## src/rtl/scan_event_decoder.sv

```systemverilog
module scan_event_decoder #(
  parameter logic [7:0] PAUSE_CODE = 8'h00
) (
  input  logic       clk,
  input  logic       rst_n,
  input  logic       set1_mode,
  input  logic       in_valid,
  input  logic [7:0] in_byte,
  output logic       ev_valid,
  output logic       ev_pause,
  output logic       ev_ext,
  output logic       ev_brk,
  output logic [7:0] ev_code,
  output logic       st_valid,
  output logic [7:0] st_code
);
  localparam logic [2:0] LAST_IDX_SET2 = 3'd7;
  localparam logic [2:0] LAST_IDX_SET1 = 3'd5;

  function automatic logic [7:0] pause_byte(input logic s1, input logic [2:0] i);
    if (s1) begin
      case (i)
        3'd1: pause_byte = 8'h1D;
        3'd2: pause_byte = 8'h45;
        3'd3: pause_byte = 8'hE1;
        3'd4: pause_byte = 8'h9D;
        3'd5: pause_byte = 8'hC5;
        default: pause_byte = 8'hE1;
      endcase
    end else begin
      case (i)
        3'd1: pause_byte = 8'h14;
        3'd2: pause_byte = 8'h77;
        3'd3: pause_byte = 8'hE1;
        3'd4: pause_byte = 8'hF0;
        3'd5: pause_byte = 8'h14;
        3'd6: pause_byte = 8'hF0;
        3'd7: pause_byte = 8'h77;
        default: pause_byte = 8'hE1;
      endcase
    end
  endfunction

  logic       pend_e0, pend_f0;
  logic [2:0] pidx;

  wire in_pause   = pidx != 3'd0;
  wire pause_hit  = in_pause && in_byte == pause_byte(set1_mode, pidx);
  wire pause_last = pause_hit && pidx == (set1_mode ? LAST_IDX_SET1 : LAST_IDX_SET2);
  wire is_e1      = in_byte == 8'hE1;
  wire is_e0      = in_byte == 8'hE0;
  wire is_f0      = !set1_mode && in_byte == 8'hF0;
  wire stat_val   = in_byte == 8'h00 || in_byte == 8'hFA || in_byte == 8'hFE ||
                    in_byte == 8'hFC || (!set1_mode && in_byte == 8'hAA);
  wire is_status  = stat_val && !pend_e0 && !pend_f0;

  always_ff @(posedge clk) begin
    if (!rst_n) begin
      pend_e0  <= 1'b0;
      pend_f0  <= 1'b0;
      pidx     <= 3'd0;
      ev_valid <= 1'b0;
      ev_pause <= 1'b0;
      ev_ext   <= 1'b0;
      ev_brk   <= 1'b0;
      ev_code  <= 8'h00;
      st_valid <= 1'b0;
      st_code  <= 8'h00;
    end else begin
      ev_valid <= 1'b0;
      st_valid <= 1'b0;
      if (in_valid) begin
        if (pause_hit) begin
          pidx <= pause_last ? 3'd0 : pidx + 3'd1;
          if (pause_last) begin
            ev_valid <= 1'b1;
            ev_pause <= 1'b1;
            ev_ext   <= 1'b0;
            ev_brk   <= 1'b0;
            ev_code  <= PAUSE_CODE;
          end
        end else begin
          pidx <= 3'd0;
          if (is_e1) begin
            pidx    <= 3'd1;
            pend_e0 <= 1'b0;
            pend_f0 <= 1'b0;
          end else if (is_e0) begin
            pend_e0 <= 1'b1;
          end else if (is_f0) begin
            pend_f0 <= 1'b1;
          end else if (is_status) begin
            st_valid <= 1'b1;
            st_code  <= in_byte;
          end else begin
            ev_valid <= 1'b1;
            ev_pause <= 1'b0;
            ev_ext   <= pend_e0;
            ev_brk   <= set1_mode ? in_byte[7] : pend_f0;
            ev_code  <= set1_mode ? {1'b0, in_byte[6:0]} : in_byte;
            pend_e0  <= 1'b0;
            pend_f0  <= 1'b0;
          end
        end
      end
    end
  end

  p_one_output_r2: assert property (@(posedge clk) disable iff (!rst_n)
    !(ev_valid && st_valid));
  p_event_needs_byte_r12: assert property (@(posedge clk) disable iff (!rst_n)
    ev_valid |-> $past(in_valid));
  p_status_no_prefix_r8: assert property (@(posedge clk) disable iff (!rst_n)
    st_valid |-> $past(in_valid) && !$past(pend_e0) && !$past(pend_f0));
  p_set1_code_r9: assert property (@(posedge clk) disable iff (!rst_n)
    ev_valid && !ev_pause && $past(set1_mode) |-> !ev_code[7]);
  p_pause_flags_r6: assert property (@(posedge clk) disable iff (!rst_n)
    ev_valid && ev_pause |-> !ev_ext && !ev_brk);
  p_prefix_cleared_r5: assert property (@(posedge clk) disable iff (!rst_n)
    ev_valid |-> !pend_e0 && !pend_f0);
  p_pause_no_prefix_r7: assert property (@(posedge clk) disable iff (!rst_n)
    pidx != 3'd0 |-> !pend_e0 && !pend_f0);
endmodule

```

## config.mk

```make
export PLATFORM = sky130hd
export DESIGN_NAME = scan_event_decoder
export DESIGN_NICKNAME = d
export VERILOG_FILES = /design/src/rtl/scan_event_decoder.sv
export SDC_FILE = /design/constraint.sdc
export NUM_CORES = 1
export LEC_CHECK = 0
export BUFFER_PORTS_ARGS = -buffer_cell sky130_fd_sc_hd__buf_2
export CORE_MARGIN = 3
export CORE_UTILIZATION = 50
export CTS_BUF_LIST = sky130_fd_sc_hd__clkbuf_8
export CTS_CLUSTER_SIZE = 30
export DETAILED_ROUTE_END_ITERATION = 6
export GPL_ROUTABILITY_DRIVEN = 0
export HOLD_SLACK_MARGIN = 0.1
export PLACE_DENSITY = 0.82
export SLEW_MARGIN = 20
export SYNTH_ARGS = -nofsm -noshare
export SYNTH_HDL_FRONTEND = slang
export SYNTH_SLANG_ARGS = --single-unit
export TNS_END_PERCENT = 100
```

## constraint.sdc

```tcl
create_clock -name clk -period 3.3 [get_ports clk]
set_clock_uncertainty 0.15 [all_clocks]
set_input_delay 0.825 -clock clk [delete_from_list [all_inputs] [get_ports clk]]
set_output_delay 0.825 -clock clk [all_outputs]
set_load 0.005 [all_outputs]
```

==> metrics.cfg <==
[run_status]
status = finished, final reports clean

[yosys]
ys_types = 56
synth_ff_type = dfxtp_1
syn_nets = 227
ys_seq_area_frac = 0.279
ys_ff_latch = 26
async_flop_share = 0
yosysWarningCount = 0
syn-mean-instance-area_sq_um = 8.83
netlist_instances = 211
synth_edf_count = 0
syn_area_sq_um = 1860

[hold_path]
min_path_cells = 2
whs_endpoint = pend_f0
hp-class = reg2reg
min_from = pend_f0

[clock_tree]
clock_path_buffers = 2
post_cts_buffers = 0
worstSkewPairLatency_ns = 0.27
root_buffer = clkbuf_8
cts_max_level = 1
ctsResizeCount = 0
cts_tree = done
hold_buffers = 0
cts-buffers-inserted = 3
cts.reportedPaths.clkPinSlew_ns = 0.09
clock_sinks = 26

[worst_setup_path]
rrSetupSlack_ns = 0.27
worstSetupPathType = reg2reg
worstReg2RegEnd = ev_code[2]
arrival_ns = 3.03
r2r_start = pidx[1]
cp-end-kind = flop
crit_fanout = 10
critPathLaunchType = flop
worstRegToRegCells = 10
critPathRequiredTime_ns = 3.30

[power_and_ir_drop]
p_per_area_nw_per_um2 = 334
vdd.ir_drop.worst_mv = 0.269
p_leak_nw = 0.832

[timing]
finalCritPeriodShare = 0.919
fin_crit_ns = 3.03
relSlewSlack = 0.616
rsz0062_at_grt = false
hold_slack_ns = 0.332
finalHoldViolCount = 0
fmaxAchievable_ghz = 0.330
setup_viol = 0
worst_pin_slew_ns = 0.575
maxSlewViolCount = 0
finalSetupTns_ns = 0

[floorplan]
die_w_um = 67.0
io_pins = 33
start_util = 0.537
die_height_um = 67.0
dieArea_sq_um = 4490
coreArea_sq_um = 3470
core.rowCount = 21

[cells_and_area]
area_growth_pct = 12.6
nets = 251
drive_above_1_share = 0.299
multiInputGateArea_sq_um = 1200
seq_area_sq_um = 520
nFillCells = 312
diodes = 0

[routing]
routedWlPerCell_um = 16.4
drtIter0Drc = 182
viasPerCell = 6.20
drt_wl_total_um = 4590
drt_first_pass_iters = 4
drtAntennaViolNets = 0
route.detailed.drc = 0
num_vias = 1737

[place]
io_buffer_count = 32
dpl.hpwl_um = 3330

[job]
max_cap_viol_count = 0

[global_route]
grt_start_max_net_pins = 24
grt_overflow = 0
antenna_found_initial = 0
grt_usage = 0.224
grt_pass1_vias = 1589
grt_first_pass_wirelength_um = 7800

[state kept, by name, indices dropped and copies added (netlist names)]
signal    cells
ev_valid      1
ev_code       8
pend_f0       1
ev_ext        1
st_valid      1
st_code       8
ev_pause      1
pidx          3
ev_brk        1
pend_e0       1
[Yosys cell counts, types with 3 or more instances]
cell / count / share of area
nand2_1: 19 / 0.038
and3_1: 4 / 0.013
nand3_1: 17 / 0.046
mux2i_1: 10 / 0.054
o221ai_2: 9 / 0.073
or3_1: 3 / 0.010
inv_1: 4 / 0.0081
o2111ai_1: 4 / 0.019
buf_2: 8 / 0.021
dfxtp_1: 26 / 0.28
nor3_1: 4 / 0.011
o21ai_1: 3 / 0.0081
nor2_1: 14 / 0.028
buf_6: 3 / 0.018
nand2b_1: 4 / 0.013
o2111ai_2: 9 / 0.073
ha_1: 4 / 0.027
a21oi_1: 6 / 0.016
nor2b_1: 4 / 0.013
xor2_1: 3 / 0.014
xnor2_1: 3 / 0.014
clkbuf_1: 9 / 0.018
[cells in the final DEF (no fill, tap or decap), types with 6 or more instances in the layout]
cell / n
a21oi_1: 6
nand2_1: 19
o2111ai_2: 9
buf_4: 8
buf_2: 32
nand3_1: 17
nor2_1: 14
o221ai_2: 9
dfxtp_1: 26
mux2i_1: 10
[final cells by class]
| type | count | area share |
|---|---|---|
| sequential | 26 | 0.248 |
| clock inverter | 1 | 0.0143 |
| inverter | 6 | 0.0107 |
| tap | 46 | 0.0274 |
| multi-input combinational | 158 | 0.575 |
| clock buffer | 3 | 0.0197 |
| timing repair buffer | 40 | 0.105 |
[worst max path at each step]
stage                         start    endpoint  cells past startpoint
after detailed placement  set1_mode      ev_brk                      9
after floorplan             pidx[0]      ev_brk                     11
after global routing        pidx[0]  ev_code[3]                      9
after global placement    set1_mode  ev_code[2]                      9
after CTS                   pidx[1]  ev_code[2]                     10
final                       pidx[1]  ev_code[2]                     10
[cells by family after synthesis]
group           after synthesis  synth area share
compound gates               53             0.286
xor+xnor                      6            0.0282
fa+ha+maj                     4            0.0269
buf+inv                      27            0.0739
flops                        26             0.279
mux                          12            0.0678
simple gates                 83             0.238
[critical path, stage by stage, from the launching register on]
cell	delay, ns
dfxtp_1	0.50
inv_1	0.13
ha_1	0.32
mux2_4	0.32
nand3b_2	0.08
nand4_2	0.12
nor4b_2	0.50
buf_4	0.21
a21o_1	0.26
buf_4	0.22
o221ai_2	0.09
[metrics by stage]
stage | utilization | power [W] | area [sq um] | worst slack [ns] | instances
4_1_cts | 0.605 | 0.000705 | 2100 | 0.310 | 280
3_5_place_dp | 0.584 | 0.000446 | 2030 | 0.250 | 276
2_1_floorplan | - | 0.000410 | 1860 | 0.637 | 211
5_1_grt | 0.605 | 0.000729 | 2100 | 0.0959 | 280
3_3_place_gp | 0.584 | 0.000444 | 2030 | 0.281 | 276
6_report | 0.605 | 0.000700 | 2100 | 0.268 | 280
[report_power, final]
group | internal [W] | total, W | switching [W]
clock | 0.000162 | 0.000261 | 0.0000984
combinational | 0.0000419 | 0.000111 | 0.0000693
sequential | 0.000322 | 0.000329 | 0.00000683
total | 0.000526 | 0.000700 | 0.000174
[per-layer routing]
layer | global-route usage | vias up | part of all wire
met5 | 0 | - | 0
met4 | 0.0532 | 0 | 0.014
met3 | 0.0388 | 6 | 0.069
met2 | 0.368 | 72 | 0.50
met1 | 0.301 | 824 | 0.42
li1 | - | 835 | -
(Power assumes the default switching activity.)
